[config.mk]
export PLATFORM = sky130hd
export DESIGN_NAME = msi_snoop_ctrl
export DESIGN_NICKNAME = d
export VERILOG_FILES = /design/src/rtl/msi_pkg.sv /design/src/rtl/msi_line_array.sv /design/src/rtl/msi_snoop_unit.sv /design/src/rtl/msi_cpu_ctrl.sv /design/src/rtl/msi_snoop_ctrl.sv
export SDC_FILE = /design/constraint.sdc
export NUM_CORES = 1
export LEC_CHECK = 0
export ABC_AREA = 1
export BUFFER_PORTS_ARGS = -buffer_cell sky130_fd_sc_hd__buf_2
export CAP_MARGIN = 10
export CORE_ASPECT_RATIO = 0.7
export CORE_MARGIN = 8
export CORE_UTILIZATION = 45
export DETAILED_ROUTE_END_ITERATION = 6
export PLACE_DENSITY_LB_ADDON = 0.05
export SLEW_MARGIN = 25
export SYNTH_ARGS = -nofsm -noshare
export SYNTH_HDL_FRONTEND = slang
export SYNTH_SLANG_ARGS = --single-unit
[constraint.sdc]
create_clock -name clk -period 4.3 [get_ports clk]
set_clock_uncertainty 0.05 [all_clocks]
set_input_delay 0.645 -clock clk [delete_from_list [all_inputs] [get_ports clk]]
set_output_delay 0.645 -clock clk [all_outputs]
set_load 0.01 [all_outputs]
[src/rtl/msi_pkg.sv]
package msi_pkg;
   typedef enum logic [1:0] {
      ST_I = 2'd0,
      ST_S = 2'd1,
      ST_M = 2'd2
   } line_st_t;

   typedef enum logic [1:0] {
      CMD_RD  = 2'd0,
      CMD_RDX = 2'd1,
      CMD_UPG = 2'd2,
      CMD_WB  = 2'd3
   } bus_cmd_t;
endpackage

[src/rtl/msi_line_array.sv]
module msi_line_array
   import msi_pkg::*;
#(
   parameter int NLINES = 8,
   parameter int TAGW   = 9,
   localparam int IDXW  = $clog2(NLINES)
) (
   input  logic            clk,
   input  logic            rst_n,
   input  logic [IDXW-1:0] cpu_idx,
   output logic [TAGW-1:0] cpu_tag_o,
   output line_st_t        cpu_st_o,
   input  logic [IDXW-1:0] snp_idx,
   output logic [TAGW-1:0] snp_tag_o,
   output line_st_t        snp_st_o,
   input  logic            wr_en,
   input  logic [IDXW-1:0] wr_idx,
   input  logic [TAGW-1:0] wr_tag,
   input  line_st_t        wr_st
);
   logic [TAGW-1:0] tag_q [NLINES];
   line_st_t        st_q  [NLINES];

   for (genvar i = 0; i < NLINES; i++) begin : g_line
      always_ff @(posedge clk or negedge rst_n) begin
         if (!rst_n) begin
            st_q[i]  <= ST_I;
            tag_q[i] <= '0;
         end else if (wr_en && wr_idx == IDXW'(i)) begin
            st_q[i]  <= wr_st;
            tag_q[i] <= wr_tag;
         end
      end

      // a line only ever holds one of the three legal states
      a_r1_state_legal: assert property (@(posedge clk) disable iff (!rst_n)
         st_q[i] != 2'b11);
   end

   assign cpu_tag_o = tag_q[cpu_idx];
   assign cpu_st_o  = st_q[cpu_idx];
   assign snp_tag_o = tag_q[snp_idx];
   assign snp_st_o  = st_q[snp_idx];
endmodule

[src/rtl/msi_snoop_unit.sv]
module msi_snoop_unit
   import msi_pkg::*;
#(
   parameter int TAGW = 9
) (
   input  logic            clk,
   input  logic            rst_n,
   input  logic            snoop_valid,
   input  bus_cmd_t        snoop_cmd,
   input  logic [TAGW-1:0] snoop_tag,
   input  logic [TAGW-1:0] line_tag,
   input  line_st_t        line_st,
   output logic            supply,
   output logic            writeback,
   output logic            upd_en,
   output line_st_t        upd_st
);
   logic present, owned, is_rd, is_inval;

   assign present  = snoop_valid && (line_tag == snoop_tag) && (line_st != ST_I);
   assign owned    = present && (line_st == ST_M);
   assign is_rd    = (snoop_cmd == CMD_RD);
   assign is_inval = (snoop_cmd == CMD_RDX) || (snoop_cmd == CMD_UPG);

   assign supply    = owned && (is_rd || snoop_cmd == CMD_RDX);
   assign writeback = owned && is_rd;

   always_comb begin
      upd_en = 1'b0;
      upd_st = line_st;
      if (present && is_inval) begin
         upd_en = 1'b1;
         upd_st = ST_I;
      end else if (owned && is_rd) begin
         upd_en = 1'b1;
         upd_st = ST_S;
      end
   end

   // a writeback is only flagged when this cache is supplying the data
   a_r7_wb_with_supply: assert property (@(posedge clk) disable iff (!rst_n)
      writeback |-> supply);
   // nothing is supplied outside a snoop cycle
   a_r8_supply_in_snoop: assert property (@(posedge clk) disable iff (!rst_n)
      supply |-> snoop_valid);
endmodule

[src/rtl/msi_cpu_ctrl.sv]
module msi_cpu_ctrl
   import msi_pkg::*;
#(
   parameter int AW   = 12,
   parameter int IDXW = 3,
   localparam int TAGW = AW - IDXW
) (
   input  logic            clk,
   input  logic            rst_n,
   input  logic            cpu_valid,
   input  logic            cpu_write,
   input  logic [AW-1:0]   cpu_addr,
   input  logic [TAGW-1:0] line_tag,
   input  line_st_t        line_st,
   input  logic            snoop_valid,
   input  logic            bus_grant,
   output logic            done,
   output logic            hit,
   output line_st_t        resp_st,
   output logic            bus_req,
   output bus_cmd_t        bus_cmd,
   output logic [AW-1:0]   bus_addr,
   output logic            upd_en,
   output logic [TAGW-1:0] upd_tag,
   output line_st_t        upd_st
);
   logic [TAGW-1:0] req_tag;
   logic [IDXW-1:0] req_idx;
   logic            present, victim_m, granted;

   assign req_tag  = cpu_addr[AW-1:IDXW];
   assign req_idx  = cpu_addr[IDXW-1:0];
   assign present  = (line_tag == req_tag) && (line_st != ST_I);
   assign victim_m = (line_tag != req_tag) && (line_st == ST_M);
   assign hit      = cpu_valid && present && (!cpu_write || line_st == ST_M);

   always_comb begin
      if (victim_m)       bus_cmd = CMD_WB;
      else if (!cpu_write) bus_cmd = CMD_RD;
      else if (present)   bus_cmd = CMD_UPG;
      else                bus_cmd = CMD_RDX;
   end

   assign bus_req  = cpu_valid && !hit;
   assign bus_addr = victim_m ? {line_tag, req_idx} : cpu_addr;
   assign granted  = bus_req && bus_grant && !snoop_valid;
   assign done     = cpu_valid && !snoop_valid && (hit || (granted && bus_cmd != CMD_WB));
   assign resp_st  = hit ? line_st : ((bus_cmd == CMD_RD) ? ST_S : ST_M);

   assign upd_en  = granted;
   assign upd_tag = victim_m ? line_tag : req_tag;
   always_comb begin
      unique case (bus_cmd)
         CMD_WB:  upd_st = ST_I;
         CMD_RD:  upd_st = ST_S;
         default: upd_st = ST_M;
      endcase
   end

   // every completed write leaves the line Modified
   a_r5_write_ends_m: assert property (@(posedge clk) disable iff (!rst_n)
      (done && cpu_write) |-> (resp_st == ST_M));
   // a read that needed the bus ends Shared
   a_r2_read_fill_s: assert property (@(posedge clk) disable iff (!rst_n)
      (done && !cpu_write && !hit) |-> (resp_st == ST_S));
   // a writeback grant never completes the processor request
   a_r10_wb_not_done: assert property (@(posedge clk) disable iff (!rst_n)
      (bus_grant && bus_req && bus_cmd == CMD_WB) |-> !done);
   // a hit never asks for the bus
   a_r6_hit_no_bus: assert property (@(posedge clk) disable iff (!rst_n)
      hit |-> !bus_req);
endmodule

[src/rtl/msi_snoop_ctrl.sv]
module msi_snoop_ctrl
   import msi_pkg::*;
#(
   parameter int AW     = 12,
   parameter int NLINES = 8,
   localparam int IDXW  = $clog2(NLINES),
   localparam int TAGW  = AW - IDXW
) (
   input  logic          clk,
   input  logic          rst_n,
   input  logic          cpu_valid,
   input  logic          cpu_write,
   input  logic [AW-1:0] cpu_addr,
   output logic          cpu_done,
   output logic          cpu_hit,
   output logic [1:0]    cpu_state,
   output logic          bus_req,
   input  logic          bus_grant,
   output logic [1:0]    bus_cmd,
   output logic [AW-1:0] bus_addr,
   input  logic          snoop_valid,
   input  logic [1:0]    snoop_cmd,
   input  logic [AW-1:0] snoop_addr,
   output logic          snoop_supply,
   output logic          snoop_wb
);
   if (NLINES < 2 || (1 << IDXW) != NLINES) begin : g_bad_lines
      $error("NLINES must be a power of two of at least 2");
   end
   if (TAGW < 1) begin : g_bad_aw
      $error("AW must exceed the index width");
   end

   logic [TAGW-1:0] c_tag, s_tag, c_upd_tag;
   line_st_t        c_st, s_st, c_upd_st, s_upd_st, resp_st;
   logic            c_upd_en, s_upd_en, wr_en;
   logic [IDXW-1:0] wr_idx;
   logic [TAGW-1:0] wr_tag;
   line_st_t        wr_st;
   bus_cmd_t        cmd_q;

   msi_line_array #(.NLINES(NLINES), .TAGW(TAGW)) u_array (
      .clk(clk), .rst_n(rst_n),
      .cpu_idx(cpu_addr[IDXW-1:0]), .cpu_tag_o(c_tag), .cpu_st_o(c_st),
      .snp_idx(snoop_addr[IDXW-1:0]), .snp_tag_o(s_tag), .snp_st_o(s_st),
      .wr_en(wr_en), .wr_idx(wr_idx), .wr_tag(wr_tag), .wr_st(wr_st)
   );

   msi_snoop_unit #(.TAGW(TAGW)) u_snoop (
      .clk(clk), .rst_n(rst_n),
      .snoop_valid(snoop_valid), .snoop_cmd(bus_cmd_t'(snoop_cmd)),
      .snoop_tag(snoop_addr[AW-1:IDXW]), .line_tag(s_tag), .line_st(s_st),
      .supply(snoop_supply), .writeback(snoop_wb),
      .upd_en(s_upd_en), .upd_st(s_upd_st)
   );

   msi_cpu_ctrl #(.AW(AW), .IDXW(IDXW)) u_cpu (
      .clk(clk), .rst_n(rst_n),
      .cpu_valid(cpu_valid), .cpu_write(cpu_write), .cpu_addr(cpu_addr),
      .line_tag(c_tag), .line_st(c_st),
      .snoop_valid(snoop_valid), .bus_grant(bus_grant),
      .done(cpu_done), .hit(cpu_hit), .resp_st(resp_st),
      .bus_req(bus_req), .bus_cmd(cmd_q), .bus_addr(bus_addr),
      .upd_en(c_upd_en), .upd_tag(c_upd_tag), .upd_st(c_upd_st)
   );

   // Snoop updates win; the processor side is stalled in snoop cycles
   assign wr_en  = s_upd_en || c_upd_en;
   assign wr_idx = s_upd_en ? snoop_addr[IDXW-1:0] : cpu_addr[IDXW-1:0];
   assign wr_tag = s_upd_en ? s_tag : c_upd_tag;
   assign wr_st  = s_upd_en ? s_upd_st : c_upd_st;

   assign bus_cmd   = cmd_q;
   assign cpu_state = resp_st;

   // the arbiter keeps grants and snoops in separate cycles
   a_r9_atomic_bus: assert property (@(posedge clk) disable iff (!rst_n)
      !(snoop_valid && bus_grant));
   // no processor completion while a snoop is being served
   a_r9_snoop_first: assert property (@(posedge clk) disable iff (!rst_n)
      snoop_valid |-> !cpu_done);
   // an upgrade is only requested while the line is held Shared
   a_r4_upg_from_s: assert property (@(posedge clk) disable iff (!rst_n)
      (bus_req && cmd_q == CMD_UPG) |-> (c_st == ST_S));
   // a writeback is only requested for a Modified victim
   a_r10_wb_from_m: assert property (@(posedge clk) disable iff (!rst_n)
      (bus_req && cmd_q == CMD_WB) |-> (c_st == ST_M));
endmodule

==> impl_metrics.yaml <==
status:
  status: "completed"
final_layout:
  drive_gt1_frac: 0.114
  area_growth_syn_to_layout_pct: 8.74
  num-nets-final: 1079
  utilization: 0.504
  fillers: 1538
  antenna_cells: 0
floorplanning:
  pin_count: 53
  die_y_um: 116
  rows: 36
  die-area_um2: 18500
  initial_core_util: 0.463
  die_x_um: 159
  core_um2: 14000
timing:
  finalCritPeriodShare: 0.932
  slew_viol_final: 0
  clock.fmax_mhz: 250
  min_period_ps: 4010
  fin_setup_tns_ps: 0
  hold_viol: 0
  slew_headroom: 0.355
  worst_pin_slew_ps: 964
  setup_violations: 0
  rsz0062_at_grt: "no"
setup_path:
  crit_path_top_delay_cell: "nand2_1"
  required_ps: 3610
  crit_type: "in -> out"
  cp_common_cell: "nand2_1"
  crit_chain: "buf_2 -> buf_4 -> nand2_1 -> nand3_1 -> nand3_1 -> nand2_1 -> nand2_1 -> nand2_1 -> nand3_1 -> nor2_2 -> nand2_1 -> nand2_1 -> inv_1 -> o21ai_1 -> buf_2"
  critPathBufInv: 4
  arrival_ps: 3310
  path_max_fanout: 46
  cp-end-kind: "output port"
  crit_path_start_kind: "primary input"
  slowest_delay_ps: 490
  r2r-start: "u_array.tag_q[62]"
  path_delay_family: "simple AND/OR/NAND/NOR gates"
  critical_path.startpoint: "cpu_addr[0]"
global_routing:
  antenna_found_initial: 0
  grt_usage: 0.226
  grt_pass1_wl_um: 33100
  grt_pass1_vias: 6155
  gr-total-overflow: 0
  grt_max_degree: 70
route:
  first_pass_iters: 5
  num_vias: 6582
  drt_iter0_drc: 645
  avgRoutedWirePerCell_um: 16.9
  via_per_inst: 5.31
  drc: 0
  ant_nets: 0
  drt_wl_total_um: 20900
pwr:
  p_per_area_nw_per_um2: 371
  finalPower_w: 0.00261
  p_leak_nw: 3.95
  ir_worst_vdd_mv: 0.221
logic_synthesis:
  yosys.area.top_type: "dfrtp_1"
  ys_warn_count: 0
  yosysUniqueCellTypes: 30
  synth_top_area_share: 0.340
  yosysSeqAreaShare: 0.340
  ys_ff_latch: 88
  synth_cells: 1022
  syn-cell-area_um2: 6470
  synth_area_leaders: "dfrtp_1 34%, nand2_1 26%, nand3_1 15%, inv_1 6.0%, buf_2 2.6%"
  syn-num-nets: 1056
  synth_area_per_cell_um2: 6.33
clock_tree:
  ctsRootBufferMaster: "clkbuf_16"
  cts_tree: "built"
  clk_pin_slew_ps: 70
  cts_setup_buffers: 0
  cts_resized: 0
  hold_buffers: 0
  htreeDepth: 3
  numCtsBuffers: 9
  cts_sinks: 88
  insertion_delay_ps: 340
  cts.path.max_buffers: 2
placed_design:
  gp_congestion: 0.950
  port_buffers: 52
  dp_hpwl_um: 15800
job:
  drv_cap: 0
min_path:
  hold_path.class: "in -> async"
cells in the final DEF (no fill, tap or decap), types with 6 or more instances in the layout:
cell / n
clkbuf_16: 9
o21ai_1: 7
nand3_1: 196
nor2_1: 22
o21ai_0: 20
o21ai_4: 7
buf_4: 22
nand2_1: 446
nand3b_1: 6
inv_1: 104
dfrtp_1: 88
o211ai_1: 11
a21oi_1: 20
buf_2: 51
synthesized netlist by cell type:
cell / count
nand4_1: 4
buf_4: 15
buf_1: 1
o21ai_0: 20
nor3_2: 1
xor2_1: 2
o211ai_1: 11
buf_2: 33
nand3b_1: 6
inv_6: 1
nor2_4: 5
clkbuf_1: 5
nand3_2: 1
inv_2: 5
nor2_2: 3
nand2_4: 1
o21ai_1: 7
a21oi_2: 1
buf_6: 8
a21oi_1: 20
ha_1: 2
dfrtp_1: 88
a21boi_1: 1
o21ai_4: 7
inv_1: 104
nand2_2: 5
nand3_1: 196
nor2_1: 22
nand2_1: 446
nand4_4: 1
where the power goes:
group / total [W] / leakage [nW] / switching, W / internal, W
clock network: 0.000762 / 0.130 / 0.000363 / 0.000398
registers: 0.00109 / 1.15 / 0.000101 / 0.000992
logic: 0.000757 / 2.67 / 0.000516 / 0.000241
total: 0.00261 / 3.95 / 0.000981 / 0.00163
area by class of cell:
class	instances	area, um2	area share
multi-input combinational	762	3460	0.492
sequential	88	2200	0.313
timing repair buffer	74	440	0.0626
inverter	110	418	0.0594
tap	190	238	0.0338
clock buffer	9	225	0.0320
clock inverter	6	52.6	0.00747
per-stage QoR:
| step | setup slack, ps | area, um2 | hold WS, ps | cells |
|---|---|---|---|---|
| 3_3_place_gp | 173 | 6760 | 403 | 1224 |
| 2_1_floorplan | 1390 | 6470 | 299 | 1022 |
| 4_1_cts | 374 | 7030 | 425 | 1239 |
| 5_1_grt | 60.2 | 7030 | 430 | 1239 |
| 6_report | 293 | 7030 | 372 | 1239 |
| 3_5_place_dp | 221 | 6760 | 408 | 1224 |
path summary, 6_finish.rpt:
| path | endpoint | slack [ps] | cells past startpoint |
|---|---|---|---|
| setup / recovery | bus_addr[11] | 290 | 15 |
| hold reg to reg | u_array.tag_q[60] | 420 | 2 |
| hold / removal | u_array.st_q[12] | 370 | 1 |
| max in group asynchronous | u_array.st_q[9] | 3030 | 2 |
| min in group clk | u_array.tag_q[60] | 420 | 2 |
| setup reg to reg | u_array.tag_q[31] | 770 | 16 |
sequential cells by signal (all words and copies together) (netlist names):
name           cells
u_array.tag_q     72
u_array.st_q      16
layer usage:
| layer | share of wire | global-route usage | up-vias | wire length [um] |
|---|---|---|---|---|
| li1 | - | - | 3261 | - |
| met1 | 0.45 | 0.300 | 2992 | 9520 |
| met2 | 0.43 | 0.353 | 269 | 8940 |
| met3 | 0.070 | 0.0401 | 60 | 1460 |
| met4 | 0.048 | 0.117 | 0 | 998 |
| met5 | 0 | 0 | - | 0 |
logic make-up (layout without fill, tap and decap cells):
group,count (synthesis),in the layout,share of synthesized area
AND/OR/NAND/NOR,691,691,0.459
buffers and inverters,172,199,0.125
flip-flops,88,88,0.340
AO/OA/AOI/OAI,67,67,0.0693
adder cells (fa/ha/maj),2,2,0.00387
XOR/XNOR,2,2,0.00271
No activity file was read; power rests on OpenSTA's default activity.
